## config.mk

```make
export PLATFORM = sky130hd
export DESIGN_NAME = fp_pow2_div
export DESIGN_NICKNAME = d
export VERILOG_FILES = /design/src/rtl/fp_pow2_pkg.sv /design/src/rtl/fp_pow2_classify.sv /design/src/rtl/fp_pow2_scale.sv /design/src/rtl/fp_pow2_div.sv
export SDC_FILE = /design/constraint.sdc
export NUM_CORES = 1
export LEC_CHECK = 0
export BUFFER_PORTS_ARGS = -buffer_cell sky130_fd_sc_hd__buf_2
export CORE_MARGIN = 5
export CORE_UTILIZATION = 30
export CTS_BUF_LIST = sky130_fd_sc_hd__clkbuf_8
export DETAILED_ROUTE_END_ITERATION = 10
export GPL_TIMING_DRIVEN = 1
export PLACE_DENSITY_LB_ADDON = 0.05
export REMOVE_ABC_BUFFERS = 1
export SYNTH_ARGS = -nofsm -noshare
export SYNTH_HDL_FRONTEND = slang
export SYNTH_HIERARCHICAL = 1
export SYNTH_SLANG_ARGS = --single-unit
```

## constraint.sdc

```tcl
create_clock -name clk -period 5.8 [get_ports clk]
set_input_delay 0.87 -clock clk [delete_from_list [all_inputs] [get_ports clk]]
set_output_delay 0.87 -clock clk [all_outputs]
set_load 0.01 [all_outputs]
```

## src/rtl/fp_pow2_pkg.sv

```systemverilog
package fp_pow2_pkg;
    localparam int K_W = 5;

    typedef enum logic [2:0] {
        CLS_ZERO,
        CLS_SUB,
        CLS_NORM,
        CLS_INF,
        CLS_NAN
    } fp_cls_e;
endpackage

```

## src/rtl/fp_pow2_classify.sv

```systemverilog
module fp_pow2_classify #(
    parameter int EXP_W = 5,
    parameter int MAN_W = 10
) (
    input  logic [EXP_W-1:0]     exp_i,
    input  logic [MAN_W-1:0]     man_i,
    output fp_pow2_pkg::fp_cls_e cls_o
);
    import fp_pow2_pkg::*;

    logic exp_max, exp_min, man_zero;

    always_comb begin
        exp_max  = &exp_i;
        exp_min  = ~|exp_i;
        man_zero = ~|man_i;
        if (exp_max)       cls_o = man_zero ? CLS_INF : CLS_NAN;
        else if (exp_min)  cls_o = man_zero ? CLS_ZERO : CLS_SUB;
        else               cls_o = CLS_NORM;
    end
endmodule

```

## src/rtl/fp_pow2_scale.sv

```systemverilog
module fp_pow2_scale #(
    parameter int EXP_W = 5,
    parameter int MAN_W = 10
) (
    input  fp_pow2_pkg::fp_cls_e          cls_i,
    input  logic [EXP_W-1:0]              exp_i,
    input  logic [MAN_W-1:0]              man_i,
    input  logic [fp_pow2_pkg::K_W-1:0]   k_i,
    output logic [EXP_W-1:0]              exp_o,
    output logic [MAN_W-1:0]              man_o,
    output logic                          zero_o
);
    import fp_pow2_pkg::*;

    localparam int CW = (EXP_W > K_W) ? EXP_W + 1 : K_W + 1;

    logic [CW-1:0]    e_w, k_w, s_w, diff_w;
    logic [MAN_W:0]   sig;
    logic [MAN_W:0]   shifted;

    always_comb begin
        e_w     = CW'(exp_i);
        k_w     = CW'(k_i);
        diff_w  = e_w - k_w;
        s_w     = k_w - e_w + CW'(1);
        sig     = {1'b1, man_i};
        shifted = '0;
        exp_o   = exp_i;
        man_o   = man_i;
        if (cls_i == CLS_NORM) begin
            if (e_w > k_w) begin
                exp_o = diff_w[EXP_W-1:0];
            end else begin
                shifted = sig >> s_w;
                exp_o   = '0;
                man_o   = shifted[MAN_W-1:0];
            end
        end else if (cls_i == CLS_SUB) begin
            man_o = man_i >> k_i;
        end
        zero_o = ((cls_i == CLS_NORM) || (cls_i == CLS_SUB)) &&
                 (exp_o == '0) && (man_o == '0);
    end
endmodule

```

## src/rtl/fp_pow2_div.sv

```systemverilog
module fp_pow2_div #(
    parameter int FP_W = 16
) (
    input  logic                          clk,
    input  logic                          rst_n,
    input  logic                          in_valid,
    input  logic [FP_W-1:0]               in_op,
    input  logic [fp_pow2_pkg::K_W-1:0]   in_k,
    output logic                          out_valid,
    output logic [FP_W-1:0]               out_res,
    output logic                          out_uflow
);
    import fp_pow2_pkg::*;

    localparam int EXP_W = (FP_W == 32) ? 8 : 5;
    localparam int MAN_W = FP_W - EXP_W - 1;

    typedef struct packed {
        logic            valid;
        logic [FP_W-1:0] res;
        logic            uflow;
    } state_t;

    state_t state_d, state_q;

    logic             sgn;
    logic [EXP_W-1:0] exp_f, exp_s;
    logic [MAN_W-1:0] man_f, man_s;
    logic             zero_s;
    fp_cls_e          cls;

    assign sgn   = in_op[FP_W-1];
    assign exp_f = in_op[FP_W-2:MAN_W];
    assign man_f = in_op[MAN_W-1:0];

    fp_pow2_classify #(.EXP_W(EXP_W), .MAN_W(MAN_W)) u_cls (
        .exp_i (exp_f),
        .man_i (man_f),
        .cls_o (cls)
    );

    fp_pow2_scale #(.EXP_W(EXP_W), .MAN_W(MAN_W)) u_scale (
        .cls_i  (cls),
        .exp_i  (exp_f),
        .man_i  (man_f),
        .k_i    (in_k),
        .exp_o  (exp_s),
        .man_o  (man_s),
        .zero_o (zero_s)
    );

    always_comb begin
        state_d       = state_q;
        state_d.valid = in_valid;
        state_d.uflow = 1'b0;
        if (in_valid) begin
            unique case (cls)
                CLS_ZERO, CLS_INF: state_d.res = in_op;
                CLS_NAN: state_d.res = {sgn, exp_f, 1'b1, man_f[MAN_W-2:0]};
                default: begin
                    state_d.res   = {sgn, exp_s, man_s};
                    state_d.uflow = zero_s;
                end
            endcase
        end
    end

    always_ff @(posedge clk) begin
        if (!rst_n) state_q <= '0;
        else        state_q <= state_d;
    end

    assign out_valid = state_q.valid;
    assign out_res   = state_q.res;
    assign out_uflow = state_q.uflow;
endmodule

```

# Word-level counts from Yosys, hierarchy flattened

Cells that the tools add are included.

Logic and storage cells: 36
Output and inout port bits: 18
Bits in registers: 18
Input bits: 24

Bitwise operators: 2
Add/subtract/negate cells: 3
Multiplexer cells: 10
Equal/unequal tests: 4
Shifts and indexed selects: 2
Order comparisons: 1
Reductions and logical operators: 11

Operators with widths:

| kind                                           | count |
|---|---|
| 2-to-1 mux 10 bit                              | 3 |
| one-hot mux 15 bit (2 select lines)            | 1 |
| >> shifter 11 x 6 -> 10 bit                    | 1 |
| logical NOT 10 bit                             | 1 |
| 2-to-1 mux 5 bit                               | 2 |
| OR reduction 10 bit                            | 1 |
| OR reduction 5 bit                             | 2 |
| >> shifter 10 x 5 -> 10 bit                    | 1 |
| 2-to-1 mux 3 bit                               | 3 |
| adder 6 x 1 -> 6 bit (second input constant)   | 1 |
| == test 3 x 2 -> 1 bit (second input constant) | 2 |
| subtractor 5 x 5 -> 6 bit                      | 1 |
| > comparator 5 bit                             | 1 |
| logical NOT 5 bit                              | 1 |
| AND reduction 5 bit                            | 1 |
| subtractor 5 bit                               | 1 |
| == test 3 x 1 -> 1 bit (second input constant) | 1 |
| == test 3 bit (second input constant)          | 1 |
| logical NOT 3 bit                              | 1 |
| logical AND 1 bit                              | 2 |
| NOT 1 bit                                      | 2 |
| OR reduction 2 bit                             | 1 |
| logical OR 1 bit                               | 1 |
| 2-to-1 mux 1 bit                               | 1 |

# Longest topological paths before layout

Depth after elaboration: 9
Gate-level depth with buffers: 17
Depth with buffers taken out: 15

# Cells and area by module

Netlist, hierarchy kept.

Modules (own cells, without submodules):

| module           | area each (sq um) | instances | cells an instance | sequential area each (sq um) |
|---|---|---|---|---|
| fp_pow2_scale    | 1675.4            | 1         | 227               | 0.0 |
| fp_pow2_div      | 1003.5            | 1         | 114               | 360.3 |
| fp_pow2_classify | 76.3              | 1         | 13                | 0.0 |

# Worst setup path before layout

No wires, ideal clock.

Path type: in2reg
Start point: input in_k[1] (netlist bit)
End point: register state_q (netlist bit out_uflow)
Data arrival time: 3889 ps
Path buffers: 1
Setup slack: 1838 ps
Stages on the path: 16
Required time: 5727 ps
Library setup time: 73 ps
Cell sequence: clkinv_1 ha_1 inv_1 ha_1 inv_1 fa_1 buf_2 nand2b_1 o221a_2 o22ai_1 a21oi_1 a221o_1 or4_1 nor4_2 nand2_1 nor3_2

Word-level cells in the longest chain between the ends: 7
Elaborated cells between the ends (all ways): 15
Those cells by class: 3 x add/sub; 1 x order compare; 2 x shift; 5 x mux; 4 x reduce/logical

RTL lines:

| element                     | line                | RTL |
|---|---|---|
| from (decl)                 | fp_pow2_div.sv:8    | `input logic [fp_pow2_pkg::K_W-1:0] in_k,` |
| subtractor 5 x 5 -> 6 bit   | fp_pow2_scale.sv:25 | `s_w = k_w - e_w + CW'(1);` |
| adder 6 x 1 -> 6 bit        | fp_pow2_scale.sv:25 |  |
| >> shifter 11 x 6 -> 10 bit | fp_pow2_scale.sv:34 | `shifted = sig >> s_w;` |
| 2-to-1 mux 10 bit           | fp_pow2_scale.sv:31 | `if (e_w > k_w) begin` |
| 2-to-1 mux 10 bit (*)       | fp_pow2_scale.sv:30 | `if (cls_i == CLS_NORM) begin` |
| net man_s[5]                | fp_pow2_div.sv:28   | `logic [MAN_W-1:0] man_f, man_s;` |
| logical NOT 10 bit (*)      | fp_pow2_scale.sv:42 | `(exp_o == '0) && (man_o == '0);` |
| logical AND 1 bit (*)       | fp_pow2_scale.sv:42 |  |
| net zero_s                  | fp_pow2_div.sv:29   | `logic zero_s;` |
| to (signal assigned)        | fp_pow2_div.sv:70   | `else state_q <= state_d;` |
| to (decl)                   | fp_pow2_div.sv:24   | `state_t state_d, state_q;` |

Mark *: on every way through the listed nets, which the timed path passes. The rest lies on a longest branch.
A chain may end at the register's enable or synchronous reset.

# Final worst setup path

Ends and elaborated chain as after synthesis.

==> metrics.txt <==
# TYPE chip_impl_metric gauge
chip_impl_info{name="crit-reg2reg-launch",value="out_res[10]$_SDFFE_PN0P_"} 1
chip_impl_metric{name="yosysWarnings",unit=""} 6
chip_impl_metric{name="yosysSeqAreaShare",unit="%"} 13.08
chip_impl_info{name="grt_setup_unrepaired",value="false"} 1
chip_impl_info{name="main_area_contributors_after_synthesis",value="sky130_fd_sc_hd__dfxtp_1, sky130_fd_sc_hd__mux2i_1, sky130_fd_sc_hd__mux4_2"} 1
chip_impl_metric{name="route.detailed.vias_per_inst",unit=""} 5.569
chip_impl_metric{name="place_worst_setup_slack",unit="ps"} 931.7
chip_impl_metric{name="placed_cells",unit=""} 483
chip_impl_metric{name="timing.critical_path.fanout_max",unit=""} 15
chip_impl_metric{name="r2r_cells",unit=""} 2
chip_impl_metric{name="final_net_count",unit=""} 417
chip_impl_metric{name="drtPass1Iterations",unit=""} 4
chip_impl_metric{name="reg2reg_setup_slack",unit="ps"} 5120
chip_impl_metric{name="synth_edf_count",unit=""} 0
chip_impl_metric{name="leakagePower",unit="nW"} 1.276
chip_impl_info{name="worst_setup_path_start_kind",value="input pin"} 1
chip_impl_metric{name="ctsHoldBuffers",unit=""} 0
chip_impl_metric{name="place.detailed.hpwl",unit="µm"} 6737
chip_impl_metric{name="maxClockFrequency",unit="MHz"} 218.4
chip_impl_metric{name="slew_viol_final",unit=""} 0
chip_impl_metric{name="fp.dieArea",unit="µm²"} 11200
chip_impl_metric{name="clock-skew-final",unit="ps"} 0
chip_impl_metric{name="place.gp.congestion",unit=""} 0.9087
chip_impl_metric{name="postSynthRegisterBits",unit=""} 18
chip_impl_info{name="path_category_of_the_worst_min_delay_check",value="reg -> reg"} 1
chip_impl_metric{name="worst_ir_drop_vdd",unit="mV"} 0.1060
chip_impl_info{name="worstHoldStart",value="out_res[9]$_SDFFE_PN0P_"} 1
chip_impl_metric{name="synthDistinctLibCells",unit=""} 63
chip_impl_metric{name="synth_async_sr_flop_share",unit="%"} 0
chip_impl_metric{name="floorplan.initialDensity",unit="%"} 30.25
chip_impl_metric{name="hold_path_depth",unit=""} 2
chip_impl_metric{name="finalSetupViolations",unit=""} 0
chip_impl_metric{name="report.power.total",unit="mW"} 0.5458
chip_impl_metric{name="synthesis.area_per_instance",unit="µm²"} 7.783
chip_impl_metric{name="die_height",unit="µm"} 105.8
chip_impl_metric{name="post-synth-top-area-fraction",unit="%"} 13.08
chip_impl_metric{name="min_period_over_period",unit="%"} 78.96
chip_impl_metric{name="dieWidth",unit="µm"} 105.8
chip_impl_metric{name="timing.final.crit_period",unit="ps"} 4579
chip_impl_info{name="critical_path_class",value="in -> reg"} 1
chip_impl_metric{name="final_design_area_no_fill",unit="µm²"} 3009
chip_impl_metric{name="max-cap-violations",unit=""} 0
chip_impl_info{name="yosysTopAreaCell",value="sky130_fd_sc_hd__dfxtp_1"} 1
chip_impl_metric{name="global_route.overflow_total",unit=""} 0
chip_impl_metric{name="ctsLongestPathBuffers",unit=""} 2
chip_impl_metric{name="htreeDepth",unit=""} 1
chip_impl_info{name="dominantRegCellSynth",value="sky130_fd_sc_hd__dfxtp_1"} 1
chip_impl_metric{name="layout.filler_cells",unit=""} 987
chip_impl_metric{name="worst_slew_margin_rel",unit="%"} 44.63
chip_impl_metric{name="number_of_top_level_pins",unit=""} 42
chip_impl_metric{name="fp-row-count",unit=""} 35
chip_impl_info{name="outcome",value="finished, final reports clean"} 1
chip_impl_metric{name="routed-via-count",unit=""} 2712
chip_impl_metric{name="timing.final.hold_violations",unit=""} 0
chip_impl_metric{name="stdcell_count",unit=""} 487
chip_impl_metric{name="setup-tns-final",unit="ps"} 0
chip_impl_metric{name="grt_first_pass_wirelength",unit="µm"} 14700
chip_impl_metric{name="core_region_area",unit="µm²"} 9109
chip_impl_metric{name="drtAntennaViolNets",unit=""} 0
chip_impl_metric{name="n_antenna_cell",unit=""} 0
chip_impl_metric{name="routed_wirelength",unit="µm"} 8993
chip_impl_info{name="crit-reg2reg-capture",value="out_res[10]$_SDFFE_PN0P_"} 1
chip_impl_metric{name="wl_per_cell",unit="µm"} 18.47
chip_impl_metric{name="syn2layout_area_growth",unit="%"} 9.219
chip_impl_metric{name="final_layout_size_suffix_gt1_share",unit="%"} 24.47
chip_impl_metric{name="cp.arrival",unit="ps"} 4770
chip_impl_metric{name="multiInputGateArea",unit="µm²"} 2133
chip_impl_metric{name="number_of_antenna_violations_at_the_first_check_in_global_routing",unit=""} 0
chip_impl_metric{name="sequential_cell_area",unit="µm²"} 360.3
chip_impl_metric{name="power_density_over_the_cells",unit="nW/µm²"} 181.4
chip_impl_info{name="clk_root_buffer_cell",value="sky130_fd_sc_hd__clkbuf_8"} 1
chip_impl_metric{name="netlist_instances",unit=""} 354
chip_impl_metric{name="clock_network_latency_to_the_later_pin_of_the_worst_skew_pair",unit="ps"} 250
chip_impl_metric{name="netlist_area",unit="µm²"} 2755
chip_impl_metric{name="cts.sink_count",unit=""} 18
chip_impl_metric{name="grt_util_overall",unit="%"} 16.15
chip_impl_metric{name="worst-endpoint-required",unit="ps"} 5990
chip_impl_metric{name="io_buffer_count",unit=""} 41
chip_impl_info{name="min_delay_worst_endpoint",value="out_res[9]$_SDFFE_PN0P_"} 1
chip_impl_metric{name="postCtsResizedCells",unit=""} 0
chip_impl_metric{name="first_global_vias",unit=""} 2643
chip_impl_info{name="cp-end-kind",value="flip-flop"} 1
chip_impl_metric{name="clkSlewWorstSetupHoldPaths",unit="ps"} 70
chip_impl_metric{name="grt_max_degree",unit=""} 23
chip_impl_metric{name="drtIter0Drc",unit=""} 130
chip_impl_metric{name="drc",unit=""} 0
chip_impl_metric{name="detailed_place.area",unit="µm²"} 2954
chip_impl_metric{name="hold_ws",unit="ps"} 496.6
chip_impl_metric{name="final_standard_cell_utilization_of_the_core",unit="%"} 33.04
chip_impl_metric{name="final.setup.worst_slack",unit="ps"} 1221
chip_impl_metric{name="tightest_slew",unit="ps"} 829.6
chip_impl_metric{name="postCtsSetupRepairBufs",unit=""} 0
chip_impl_info{name="cts_tree",value="yes"} 1
chip_impl_metric{name="tritoncts.num_buffers",unit=""} 3
-- registers in the layout, indices dropped and copies added (netlist names) --
register   count
out_uflow      1
out_res       16
out_valid      1
-- final cells by class --
class,count,share of cell area (%)
timing repair buffer,46,8.067
multi-input combinational,287,70.89
tap,111,4.615
inverter,21,2.620
clock buffer,4,1.830
sequential,18,11.98
-- placed cells by master (no fill, tap or decap), types with 4 or more instances in the layout --
master / count
sky130_fd_sc_hd__mux4_2: 8
sky130_fd_sc_hd__nand3_1: 5
sky130_fd_sc_hd__nor2_1: 18
sky130_fd_sc_hd__inv_1: 19
sky130_fd_sc_hd__o21ai_2: 9
sky130_fd_sc_hd__ha_1: 14
sky130_fd_sc_hd__clkbuf_8: 4
sky130_fd_sc_hd__buf_2: 41
sky130_fd_sc_hd__a211oi_1: 4
sky130_fd_sc_hd__a21oi_1: 31
sky130_fd_sc_hd__o21ai_0: 32
sky130_fd_sc_hd__nor3_1: 8
sky130_fd_sc_hd__buf_4: 5
sky130_fd_sc_hd__nand2b_1: 10
sky130_fd_sc_hd__o21a_1: 15
sky130_fd_sc_hd__nand2_1: 27
sky130_fd_sc_hd__o22ai_1: 4
sky130_fd_sc_hd__a21oi_2: 10
sky130_fd_sc_hd__dfxtp_1: 18
sky130_fd_sc_hd__mux2i_1: 20
sky130_fd_sc_hd__o31ai_1: 4
-- cell usage after synthesis (3+ instances only) --
master / instances
sky130_fd_sc_hd__mux2i_1: 20
sky130_fd_sc_hd__xor2_1: 3
sky130_fd_sc_hd__nand4_1: 3
sky130_fd_sc_hd__a211o_1: 3
sky130_fd_sc_hd__nand2_1: 27
sky130_fd_sc_hd__o31ai_1: 4
sky130_fd_sc_hd__buf_6: 6
sky130_fd_sc_hd__clkbuf_1: 10
sky130_fd_sc_hd__a21oi_1: 31
sky130_fd_sc_hd__nor3_1: 8
sky130_fd_sc_hd__and3_1: 3
sky130_fd_sc_hd__a21o_1: 3
sky130_fd_sc_hd__o21ai_2: 9
sky130_fd_sc_hd__o21a_1: 15
sky130_fd_sc_hd__ha_1: 14
sky130_fd_sc_hd__nor2_1: 18
sky130_fd_sc_hd__o21ai_0: 32
sky130_fd_sc_hd__buf_2: 10
sky130_fd_sc_hd__mux2_2: 3
sky130_fd_sc_hd__o221ai_1: 3
sky130_fd_sc_hd__o22ai_1: 4
sky130_fd_sc_hd__dfxtp_1: 18
sky130_fd_sc_hd__mux4_2: 8
sky130_fd_sc_hd__a211oi_1: 4
sky130_fd_sc_hd__nand2b_1: 10
sky130_fd_sc_hd__a21oi_2: 10
sky130_fd_sc_hd__o21ai_1: 3
sky130_fd_sc_hd__nand3_1: 5
sky130_fd_sc_hd__inv_1: 19
-- cell families after synthesis --
group | Yosys count | synth area share, %
compound gates | 137 | 33.70
simple gates | 97 | 18.71
buf+inv | 49 | 9.492
mux | 31 | 15.03
flops | 18 | 13.08
fa+ha+maj | 16 | 7.811
xor+xnor | 6 | 2.180
-- per-layer routing --
layer | global-route usage, % | wire length (µm)
met4 | 2.590 | 50
met5 | 0 | 0
met3 | 2.266 | 436
met1 | 23.75 | 4460
met2 | 25.36 | 4046
-- worst max-delay path, cell delays in order --
cell and delay, ps:
sky130_fd_sc_hd__buf_2 200, sky130_fd_sc_hd__clkinv_1 350, sky130_fd_sc_hd__ha_1 430, sky130_fd_sc_hd__inv_1 70, sky130_fd_sc_hd__ha_1 170, sky130_fd_sc_hd__inv_1 60, sky130_fd_sc_hd__fa_1 860, sky130_fd_sc_hd__nand2b_1 150
sky130_fd_sc_hd__o221a_2 250, sky130_fd_sc_hd__o22ai_1 120, sky130_fd_sc_hd__a21oi_1 60, sky130_fd_sc_hd__a221o_1 360, sky130_fd_sc_hd__or4_1 490, sky130_fd_sc_hd__nor4_2 140, sky130_fd_sc_hd__nand2_1 90, sky130_fd_sc_hd__nor3_2 100
-- worst max-delay path by stage --
stage / slack, ps / depth (start not counted) / start / to
after floorplan: 1120 / 12 / in_op[5] / out_res[8]$_SDFFE_PN0P_
after global placement: 1020 / 16 / in_k[1] / out_uflow$_SDFF_PP0_
after detailed placement: 930 / 16 / in_k[1] / out_uflow$_SDFF_PP0_
after CTS: 1190 / 16 / in_k[1] / out_uflow$_SDFF_PP0_
after global routing: 870 / 16 / in_k[1] / out_uflow$_SDFF_PP0_
final: 1220 / 16 / in_k[1] / out_uflow$_SDFF_PP0_
-- power breakdown --
group	switching, mW	total [mW]	internal (mW)
Clock	0.0423	0.103	0.0603
Combinational	0.178	0.306	0.128
Sequential	0.00405	0.137	0.133
Total	0.225	0.546	0.321
(Power assumes the default switching activity.)
